### config.mk
export PLATFORM = sky130hd
export DESIGN_NAME = loop_counter
export DESIGN_NICKNAME = d
export VERILOG_FILES = /design/src/rtl/loop_counter_pkg.sv /design/src/rtl/lc_next.sv /design/src/rtl/loop_counter.sv
export SDC_FILE = /design/constraint.sdc
export NUM_CORES = 1
export LEC_CHECK = 0
export ABC_AREA = 1
export BUFFER_PORTS_ARGS = -buffer_cell sky130_fd_sc_hd__buf_2
export CORE_ASPECT_RATIO = 0.6
export CORE_UTILIZATION = 35
export CTS_CLUSTER_SIZE = 10
export DETAILED_ROUTE_END_ITERATION = 7
export GPL_TIMING_DRIVEN = 1
export PLACE_DENSITY = 0.6
export SLEW_MARGIN = 10
export SYNTH_ARGS = -nofsm -noshare
export SYNTH_HDL_FRONTEND = slang
export SYNTH_HIERARCHICAL = 1
export SYNTH_SLANG_ARGS = --single-unit
### constraint.sdc
create_clock -name clk_i -period 1.5 [get_ports clk_i]
set_input_delay 0.075 -clock clk_i [delete_from_list [all_inputs] [get_ports clk_i]]
set_output_delay 0.075 -clock clk_i [all_outputs]
set_load 0.01 [all_outputs]
### src/rtl/loop_counter_pkg.sv
package loop_counter_pkg;
  localparam int unsigned CNT_W = 8;
  typedef enum logic [1:0] {
    OP_HOLD = 2'b00,
    OP_DEC  = 2'b01,
    OP_BUS  = 2'b10,
    OP_UADR = 2'b11
  } lc_op_e;
endpackage

### src/rtl/lc_next.sv
module lc_next
  import loop_counter_pkg::*;
#(
  parameter int unsigned BUS_W   = 16,
  parameter int unsigned UADDR_W = 7
) (
  input  logic [1:0]         op_i,
  input  logic [CNT_W-1:0]   cur_i,
  input  logic [BUS_W-1:0]   bus_i,
  input  logic [UADDR_W-1:0] uaddr_i,
  output logic [CNT_W-1:0]   nxt_o,
  output logic               act_o
);
  localparam int unsigned UA_USE = (UADDR_W < 7) ? UADDR_W : 7;

  logic [CNT_W-1:0] bus_ld, ua_ld;

  generate
    if (BUS_W >= CNT_W) begin : g_bus_trunc
      assign bus_ld = bus_i[CNT_W-1:0];
    end else begin : g_bus_ext
      assign bus_ld = {{(CNT_W-BUS_W){1'b0}}, bus_i};
    end
  endgenerate

  assign ua_ld = {{(CNT_W-UA_USE){1'b0}}, uaddr_i[UA_USE-1:0]};

  always_comb begin
    act_o = 1'b1;
    unique case (lc_op_e'(op_i))
      OP_DEC:  nxt_o = cur_i - 1'b1;
      OP_BUS:  nxt_o = bus_ld;
      OP_UADR: nxt_o = ua_ld;
      default: begin
        nxt_o = cur_i;
        act_o = 1'b0;
      end
    endcase
  end
endmodule

### src/rtl/loop_counter.sv
module loop_counter
  import loop_counter_pkg::*;
#(
  parameter int unsigned BUS_W   = 16,
  parameter int unsigned UADDR_W = 7
) (
  input  logic               clk_i,
  input  logic               rst_ni,
  input  logic [1:0]         op_i,
  input  logic [BUS_W-1:0]   bus_i,
  input  logic [UADDR_W-1:0] uaddr_i,
  output logic [CNT_W-1:0]   count_o,
  output logic               zero_flag_o
);
  logic [CNT_W-1:0] cnt_q, cnt_d;
  logic             flag_q, act;

  lc_next #(.BUS_W(BUS_W), .UADDR_W(UADDR_W)) u_next (
    .op_i   (op_i),
    .cur_i  (cnt_q),
    .bus_i  (bus_i),
    .uaddr_i(uaddr_i),
    .nxt_o  (cnt_d),
    .act_o  (act)
  );

  always_ff @(posedge clk_i or negedge rst_ni) begin
    if (!rst_ni) begin
      cnt_q  <= '0;
      flag_q <= 1'b0;
    end else if (act) begin
      cnt_q  <= cnt_d;
      flag_q <= (cnt_d == '0);
    end
  end

  assign count_o     = cnt_q;
  assign zero_flag_o = flag_q;

  p_hold_r2: assert property (@(posedge clk_i) disable iff (!rst_ni)
    op_i == 2'b00 |=> $stable(count_o) && $stable(zero_flag_o));
  p_dec_wrap_r3: assert property (@(posedge clk_i) disable iff (!rst_ni)
    op_i == 2'b01 |=> count_o == CNT_W'($past(count_o) - 1'b1));
  p_bus_ld_r4: assert property (@(posedge clk_i) disable iff (!rst_ni)
    op_i == 2'b10 |=> count_o == CNT_W'($past(bus_i)));
  p_ua_msb_r5: assert property (@(posedge clk_i) disable iff (!rst_ni)
    op_i == 2'b11 |=> count_o[CNT_W-1] == 1'b0);
  p_flag_r6: assert property (@(posedge clk_i) disable iff (!rst_ni)
    op_i != 2'b00 |=> zero_flag_o == (count_o == '0));
  p_rst_r1: assert property (@(posedge clk_i)
    !rst_ni |-> count_o == '0 && !zero_flag_o);
endmodule

# Yosys cells after proc, flatten, opt, wreduce, memory -nomap -nowiden
# Cells that the tools add are included.
dict set report word_totals {
  output_inout_bits 9
  in_bits 27
  register_bits 9
}
dict set report classes {
  n_eq_ne 3
  reduce_logical 2
  mux 2
  add_sub_neg 1
}
# operator count
set op_table {}
lappend op_table {{$pmux W8 S3} 1}
lappend op_table {{$logic_not A8 Y1} 1}
lappend op_table {{$sub A8 B1 Y8 const B} 1}
lappend op_table {{$eq A2 B2 Y1 const B} 2}
lappend op_table {{$reduce_or A3 Y1} 1}
lappend op_table {{$eq A2 B1 Y1 const B} 1}
lappend op_table {{$mux W1} 1}

# Logic depth before layout (Yosys ltp)
# Gate-level depths: netlist (run 1).
dict set report depth {
  ltp_word 3
  mapped_depth 11
  ltp_nobuf 11
}

# By module
# The synthesis (run 1) kept the hierarchy.
# module n_inst seq_area_each_um2 cells_each area_each_um2
set modules_own_cells {}
lappend modules_own_cells {loop_counter 1 225.2 44 427.9}
lappend modules_own_cells {lc_next 1 0.0 80 389.1}

# Least setup slack after synthesis (run 1)
# Ideal clock, no wire load.
dict set report synth_path {
  path_type {flip-flop to flip-flop}
  start {reg cnt_q[0] (netlist: count_o[0])}
  end {reg flag_q (netlist: zero_flag_o)}
  arrival_ns 1.364
  required_time_ns 1.436
  stages_incl_launch_ff 11
  path_slack_ns 0.073
  path_cell_list {dfrtp_1 > inv_1 > ha_1 > nand4_1 > nand3_1 > nand3_2 > inv_1 > nand2_1 > nor2_1 > nand2_1 > nand2_2}
}
dict set report synth_via {
  elab_chain_cells 3
}
# element line
set synth_lines {}
lappend synth_lines {{from (decl)} loop_counter.sv:15} ;# logic [CNT_W-1:0] cnt_q, cnt_d;
lappend synth_lines {{from (signal assigned)} loop_counter.sv:32} ;# cnt_q <= cnt_d;
lappend synth_lines {{$sub A8 B1 Y8} lc_next.sv:31} ;# OP_DEC: nxt_o = cur_i - 1'b1;
lappend synth_lines {{$pmux W8 S3} lc_next.sv:30} ;# unique case (lc_op_e'(op_i))
lappend synth_lines {{via cnt_d[6]} loop_counter.sv:15}
lappend synth_lines {{$logic_not A8 Y1} loop_counter.sv:33} ;# flag_q <= (cnt_d == '0);
lappend synth_lines {{to (signal assigned)} loop_counter.sv:33}
lappend synth_lines {{to (decl)} loop_counter.sv:16} ;# logic flag_q, act;
# The timed path passes the listed nets, and every way through them passes these cells.
# A chain may end at the register's enable or synchronous reset.

# Worst setup path after layout (run 1)
dict set report layout_path {
  start {reg cnt_q[1] (netlist: count_o[1])}
  end {reg flag_q (netlist: zero_flag_o)}
}
# Same word-level chain as after synthesis.

==> run summary, run 1 <==
status - completed
DRT antenna net count - 0
R2R Setup Slk - 100 ps
worst-path maximum fanout - 5
number of buffers created by CTS - 3
hpwl dp - 1610 um
Port Buffers - 27
Data required, critical path - 1670 ps
n_diodes - 0
core area - 2180 sq um
via count - 901
kind of start point of the critical path - register
endpoints failing setup - 0
Post-synth ARST share - 100%
clock share of power - 25.7%
XOR/XNOR share of the synthesized area - 1.07%
share of post-route cells with drive strength above 1 - 47.6%
Period minus WS final - 1400 ps
first-pass detailed-route iteration total - 4
Setup TNS - 0 ps
max_cap viols - 0
sequential area share after synthesis - 27.6%
Synth area leaders - dfrtp_1, nand2_1, inv_1
Slew headroom - 74.8%
largest family of logic cells by synthesized area - simple AND/OR/NAND/NOR gates
DR DRC count - 0
DP Worst Slack - 26.8 ps
area share of fa/ha/maj cells after synthesis - 1.53%
clock-pin slew on the worst setup and hold paths - 40 ps
Global Route Usage Sum - 18.0%
Starting Density - 37.5%
Root Buffer - clkbuf_8
library cells used by synthesis - 19
Core Rows - 13
final net count - 195
Hold WC Path Type - primary input to async pin
Final WS setup - 104 ps
DIE HEIGHT - 39.4 um
H-tree depth - 1
area share of the leading cell type in the synthesized netlist - 27.6%
DR WL/cell - 10.6 um
switching pwr - 0.000409 W
wirelength, routed - 2070 um
Hold Vio Cnt, Final - 0
Filler Cell Count - 226
Reg-to-Reg End - zero_flag_o
Post-synth EDFFs - 0
syn_nets - 152
Synth Area in Compound Gates - 11.9%
Worst-Margin Slew - 378 ps
GP Congestion - 0.832
Max Fclk - 716 MHz
Clock Skew - 2.49 ps
synthesized flop and latch total - 9
Post-Synth Simple-Gate Area - 44.9%
critical path endpoint category - register
Layout area overhead - 39.7%
critical path data arrival time - 1570 ps
most frequent cell after synthesis - nand2_1
Util after Layout - 52.4%
worst-skew pair later-pin latency - 240 ps
die area - 2540 sq um
vias in the first global route - 783
top_reg_cell synth - dfrtp_1
Synth Instances - 124
CTS tree - yes
reg2reg start - count_o[1]
Worst Hold Slack - 221 ps
Flop pwr share - 30.8%
clk buf depth - 2
R2R depth - 10
vias per cell - 4.60
mux contribution to synthesized area - 0%
sw frac - 37.2%
CTS sink cnt - 9
largest net degree at the start of global routing - 18
grt ovf - 0
Mapped Area - 817 sq um
DRC marker count from the first detailed-route iteration - 74
Pwr Density - 963 nW/um^2
Final Cycle Share - 93.1%
Synth top cells by count - nand2_1, inv_1, nand3_1
P_int - 0.000690 W
synthesized area per cell - 6.59 sq um
Slew Viols, Final - 0
Leak - 0.612 nW
WS Path Type - register to register
first-pass GRT wire length - 3340 um
initial antenna violation count - 0
Yosys warning total - 6
Gate power share - 43.6%
Worst IR Drop VDD - 405 uV
DIE WIDTH - 64.4 um
Total Power - 0.00110 W
Top Ports - 36
Yosys top cell by area - dfrtp_1
==> power by group through the flow <==
stage	Clock (W)	Sequential [W]	Combinational, W
2_1_floorplan	0	0.000353	0.000234
3_3_place_gp	0	0.000334	0.000422
3_5_place_dp	0	0.000334	0.000432
4_1_cts	0.000288	0.000331	0.000435
5_1_grt	0.000308	0.000344	0.000535
6_report	0.000282	0.000338	0.000479
==> registers in the layout, summed over array words and instances (netlist names) <==
register     count
count_o          8
zero_flag_o      1
==> cells by family after synthesis <==
| logic type | Yosys count |
|---|---|
| compound gates | 12 |
| xor+xnor | 1 |
| fa+ha+maj | 1 |
| buf+inv | 24 |
| flops | 9 |
| simple gates | 77 |
==> cells in the final DEF (no fill, tap or decap) <==
cell type	n
nand3_1	9
dfrtp_1	6
nor2_4	2
nand3_2	3
ha_4	1
o2111ai_1	2
buf_2	27
buf_4	11
nand2_1	42
o21ai_2	8
nor2_2	5
nor2_1	3
xor2_1	1
dfrtp_2	3
nand4_1	5
nand2_4	1
inv_2	8
clkbuf_1	1
dlygate4sd3_1	1
inv_1	15
o21ai_0	1
o21ai_1	1
clkbuf_8	3
nand2_2	7
==> final cells by class <==
type,count,area (sq um),area share [%]
Timing Repair Buffer,39,228,20.0
Sequential cell,9,229,20.1
Clock buffer,4,45.0,3.95
Inverter,23,86.3,7.57
Tap cell,30,37.5,3.29
Multi-Input combinational cell,91,515,45.2
==> worst max path at each step <==
stage	end	startpoint	depth (start not counted)
5_1_grt	zero_flag_o	count_o[5]	11
4_1_cts	zero_flag_o	count_o[1]	10
2_1_floorplan	zero_flag_o	count_o[0]	10
3_5_place_dp	zero_flag_o	count_o[1]	10
3_3_place_gp	zero_flag_o	count_o[1]	10
6_report	zero_flag_o	count_o[1]	10
==> worst max-delay path, cell delays in order, from the launching register on <==
cell,delay (ps)
dfrtp_1,400
inv_2,60
ha_4,170
xor2_1,130
nand2_1,60
nand4_1,90
inv_2,80
nand3_2,80
nor2_2,130
nand2_1,80
nand2_2,50
==> metrics by stage <==
step	instances	instance area, sq um
after global routing	196	1140
after CTS	194	1090
final	196	1140
after global placement	189	1040
after detailed placement	189	1040
after floorplan	124	817
==> timing repair <==
action                     CTS  global route
setup endpoints to repair    0             2
gates resized for setup      0            15
setup buffers                0             2
hold endpoints to repair     9             0
hold buffers                 1             0
==> routing by layer <==
metal / vias up / global-route usage (%) / routed length, um / part of all wire [%]
met2: 22 / 29.2 / 886 / 43
met3: 0 / 6.40 / 137 / 6.6
met4: 0 / 3.33 / 0 / 0
met1: 402 / 23.3 / 1050 / 51
met5: - / 0 / 0 / 0
li1: 477 / - / - / -
Note: power is estimated with default switching activity, not from simulation.
==> run 2: changes to the inputs <==
PLACE_DENSITY = 0.7   (was 0.6)
==> run summary, run 2 (synthesis results as in run 1) <==
R2R Setup Slk - 90 ps
Leak - 0.614 nW
Hold Vio Cnt, Final - 0
DIE HEIGHT - 39.4 um
dpl cells - 190
core area - 2180 sq um
Pwr Density - 954 nW/um^2
Max Fclk - 712 MHz
Filler Cell Count - 227
Worst-Margin Slew - 384 ps
clock-pin slew on the worst setup and hold paths - 40 ps
Root Buffer - clkbuf_8
vias per cell - 4.55
endpoints failing setup - 0
clk buf depth - 2
DRT antenna net count - 0
Global Route Usage Sum - 18.8%
critical path data arrival time - 1570 ps
grt ovf - 0
CP max-delay cell - dfrtp_2
status - completed
max_cap viols - 0
hpwl dp - 1640 um
vias in the first global route - 826
CP cell instances - inv_2 > ha_4 > xor2_1 > nand2_1 > nand4_1 > inv_2 > nand3_2 > nor2_4 > nand2_2 > nand2_2
Data required, critical path - 1670 ps
DR DRC count - 0
most common cell after layout, fill and taps aside - nand2_1
Worst IR Drop VDD - 520 uV
share of post-route cells with drive strength above 1 - 47.6%
number of buffers created by CTS - 3
n_diodes - 0
DIE WIDTH - 64.4 um
die area - 2540 sq um
worst-skew pair later-pin latency - 230 ps
initial antenna violation count - 0
CTS sink cnt - 9
max FFs per register - 8
final net count - 195
first-pass GRT wire length - 3470 um
Final WS setup - 94.5 ps
DR WL/cell - 10.7 um
GP Congestion - 0.813
Hold WC Path Type - primary input to async pin
Slew Viols, Final - 0
Crit path depth - 10
DRC marker count from the first detailed-route iteration - 28
Final Cycle Share - 93.7%
Setup TNS - 0 ps
Clock Skew - 0.290 ps
worst-path maximum fanout - 5
Slew headroom - 74.4%
Period minus WS final - 1410 ps
critical path endpoint category - register
critical path's top delay family - simple AND/OR/NAND/NOR gates
Starting Density - 37.5%
RSZ-0062 raised after global routing - yes
most frequent cells in the layout - nand2_1, buf_2, inv_1, buf_4, nand3_1
worst stage delay on the critical path - 400 ps
largest net degree at the start of global routing - 18
Layout area overhead - 40.9%
first-pass detailed-route iteration total - 4
Core Rows - 13
kind of start point of the critical path - register
Port Buffers - 27
R2R depth - 10
via count - 891
H-tree depth - 1
Non-Filler Instances - 196
WS Path Type - register to register
Top Ports - 36
wirelength, routed - 2090 um
CTS tree - yes
DP Worst Slack - 9.00 ps
Critical path buffers and inverters - 2
==> run 2: changes by cell type in the layout (fill, tap and decap cells not counted) <==
cell	change
nand2_1	-1
nand2_2	+1
nor2_1	+1
nor2_2	-3
nor2_4	+2
==> run 2: report_power, final <==
part | internal [W] | leakage (nW) | total (W) | switching [W]
sequential | 0.000284 | 0.110 | 0.000340 | 0.0000557
combinational | 0.000225 | 0.481 | 0.000489 | 0.000264
clock | 0.000184 | 0.0228 | 0.000269 | 0.0000852
total | 0.000694 | 0.614 | 0.00110 | 0.000405
==> run 2: worst reg2reg max path: cells and delay by family (launching register included) <==
family                     cells  cell delay [ps]
DFF                            1              400
adders and majority gates      1              170
xor gates and xnor gates       1              140
buffers and inverters          2              140
and+or+nand+nor                6              520
==> run 2: cell type report <==
class	instances	area (sq um)	area share, %
repair buffers	39	228	19.8
multi-input cells	91	526	45.7
well taps	30	37.5	3.26
flip-flops and latches	9	229	19.9
clock buffers	4	45.0	3.91
inverters	23	86.3	7.50
==> run 2: per-stage QoR <==
stage	instance area (sq um)	util, %	hold WS (ps)	total power (W)
floorplan	817	-	-221	0.000587
global placement	1040	47.9	-68.8	0.000760
detailed placement	1040	47.9	-64.7	0.000770
CTS	1100	50.6	232	0.00106
global route	1150	52.8	238	0.00119
finish	1150	52.8	229	0.00110
==> run 2: repair_timing <==
action,CTS,global route
resized for setup,1,16
pin swaps,0,3
hold buffers,1,0
endpoints found under the hold margin,9,0
setup buffers,0,1
endpoints found under the setup margin,1,2
==> run 2: layer usage <==
layer / vias up / part of all wire, % / GRT usage, %
li1: 476 / - / -
met1: 390 / 50 / 22.8
met2: 23 / 43 / 32.9
met3: 2 / 6.3 / 7.56
met4: 0 / 0.38 / 1.67
met5: - / 0 / 0
==> run 2: path summary, 6_finish.rpt <==
path                              from     endpoint
setup reg to reg            count_o[1]  zero_flag_o
setup / recovery            count_o[1]  zero_flag_o
hold / removal                  rst_ni   count_o[7]
min in group clk_i            bus_i[3]   count_o[3]
hold reg to reg            zero_flag_o  zero_flag_o
max in group asynchronous       rst_ni   count_o[5]
==> run 3: changes to the inputs <==
ABC_AREA = default   (was 1)
CORE_ASPECT_RATIO = default   (was 0.6)
PLACE_DENSITY = 0.71   (was 0.7)
==> run summary, run 3 <==
DIE HEIGHT - 48.4 um
H-tree depth - 1
grt ovf - 0
DIE WIDTH - 48.4 um
Synth area leaders - dfrtp_1, mux2_2, mux2i_1
Setup TNS - -1790 ps
CP max-delay cell - or4_4
CTS tree - yes
first-pass detailed-route iteration total - 4
M3 GR Usage - 1.26%
reg2reg start - count_o[2]
endpoints failing setup - 7
RSZ-0062 raised after global routing - yes
Starting Density - 37.6%
clock-pin slew on the worst setup and hold paths - 60 ps
Yosys top cell by area - dfrtp_1
clk buf depth - 2
Global Route Usage Sum - 17.3%
Yosys warning total - 6
largest net degree at the start of global routing - 15
DRC marker count from the first detailed-route iteration - 15
Total Power - 0.00119 W
Most Crowded Layer GR - met2
met2 usage in global routing - 28.6%
P_int - 0.000756 W
vias per cell - 5.33
number of buffers created by CTS - 3
wirelength, routed - 2160 um
Synth top cells by count - dfrtp_1, mux2_2, inv_1
failing checks - negative setup slack
Leak - 0.570 nW
Worst IR Drop VDD - 533 uV
switching pwr - 0.000438 W
initial antenna violation count - 0
R2R Setup Slk - -420 ps
Top Ports - 36
area share of fa/ha/maj cells after synthesis - 1.66%
Final Cycle Share - 128%
FF/Latch Area - 228 sq um
area of the multi-input gates - 587 sq um
status - finished with violations
DR DRC count - 0
largest family of logic cells by synthesized area - multiplexers
XOR/XNOR share of the synthesized area - 0%
Hold WC Path Type - primary input to async pin
DR WL/cell - 14.5 um
Post-synth ARST share - 100%
most frequent cells in the layout - buf_2, buf_4, mux2_4, dfrtp_1, nor2_1
mux contribution to synthesized area - 21.8%
first-pass GRT wire length - 3120 um
max_cap viols - 0
R2R depth - 5
critical path data arrival time - 2060 ps
Slew headroom - 80.8%
Mapped Area - 753 sq um
worst stage delay on the critical path - 560 ps
library cells used by synthesis - 35
n_diodes - 0
core area - 2000 sq um
Placement Cell Area - 1000 sq um
via count - 794
Worst-Margin Slew - 288 ps
Critical path buffers and inverters - 0
critical path's top delay family - simple AND/OR/NAND/NOR gates
CTS sink cnt - 9
DRT antenna net count - 0
top_reg_cell synth - dfrtp_1
met1 Use GR - 21.9%
synthesized flop and latch total - 9
critical path endpoint category - register
share of post-route cells with drive strength above 1 - 63.1%
Core Rows - 16
Reg-to-Reg End - zero_flag_o
Port Buffers - 27
Flop pwr share - 27.9%
syn_nets - 108
Final WS setup - -425 ps
Max Fclk - 520 MHz
die area - 2340 sq um
max FFs per register - 8
Filler Cell Count - 177
synthesized area per cell - 9.42 sq um
most frequent CP cell - or4_4
final net count - 151
kind of start point of the critical path - register
Hold Vio Cnt, Final - 0
Period minus WS final - 1920 ps
worst-path maximum fanout - 5
worst-skew pair later-pin latency - 250 ps
area share of the leading cell type in the synthesized netlist - 29.9%
Root Buffer - clkbuf_4
Synth Area in Compound Gates - 17.4%
Synth Instances - 80
Finished Cell Area - 1170 sq um
GP Congestion - 0.847
Post-Synth Simple-Gate Area - 21.4%
Data required, critical path - 1640 ps
Clock Skew - 1.56 ps
sequential area share after synthesis - 29.9%
sw frac - 36.7%
most common cell after layout, fill and taps aside - buf_2
Layout area overhead - 55.3%
hpwl dp - 1460 um
CP cell instances - or4_4 > or4_4 > o221ai_2 > nor2_1 > a32o_1
Gate power share - 57.4%
WS Path Type - register to register
Pwr Density - 1020 nW/um^2
Post-synth EDFFs - 0
Slew Viols, Final - 0
vias in the first global route - 700
clock share of power - 14.7%
run 3: worst max path at each step:
stage | start | endpoint | slack, ps | cells past startpoint
2_1_floorplan | count_o[2] | count_o[5] | -380 | 4
3_3_place_gp | count_o[2] | count_o[5] | -370 | 4
3_5_place_dp | count_o[2] | zero_flag_o | -400 | 5
4_1_cts | count_o[0] | zero_flag_o | -400 | 5
5_1_grt | count_o[2] | zero_flag_o | -450 | 5
6_report | count_o[2] | zero_flag_o | -420 | 5
run 3: per-stage QoR:
step | instances | setup WS, ps | utilization (%) | hold slack [ps]
2_1_floorplan | 80 | -381 | - | -221
3_3_place_gp | 140 | -368 | 50.0 | -71.3
3_5_place_dp | 140 | -405 | 50.0 | -68.6
4_1_cts | 147 | -399 | 54.4 | 194
5_1_grt | 149 | -449 | 58.4 | 203
6_report | 149 | -425 | 58.4 | 203
run 3: area by class of cell:
cell class,count,area share [%]
Sequential cell,9,19.5
Multi-Input combinational cell,58,50.2
Inverter,7,2.25
Timing Repair Buffer,44,23.0
Tap cell,27,2.89
Clock buffer,4,2.25
run 3: what timing repair did:
action	CTS	global route
endpoints found under the hold margin	9	0
hold buffers	1	0
gates resized for setup	8	16
setup buffers	2	3
setup endpoints to repair	7	8
pin swaps	7	6
run 3: power groups by stage:
stage	Combinational, W	Clock [W]	Sequential, W
after floorplan	0.000249	0	0.000386
after global placement	0.000514	0	0.000327
after detailed placement	0.000527	0	0.000332
after CTS	0.000587	0.000188	0.000328
after global routing	0.000733	0.000207	0.000337
final	0.000686	0.000175	0.000333
run 3: kinds of logic (layout without fill, tap and decap cells):
group | count (synthesis) | after routing
AND/OR/NAND/NOR | 25 | 25
AO/OA/AOI/OAI | 18 | 18
multiplexers | 14 | 14
buffers and inverters | 13 | 55
flip-flops | 9 | 9
adder cells (fa/ha/maj) | 1 | 1
run 3: per-layer routing:
| layer | wire length [um] | part of all wire (%) | up-vias |
|---|---|---|---|
| li1 | - | - | 381 |
| met1 | 908 | 42 | 373 |
| met2 | 1080 | 50 | 32 |
| met3 | 111 | 5.1 | 8 |
| met4 | 54 | 2.5 | 0 |
| met5 | 0 | 0 | - |
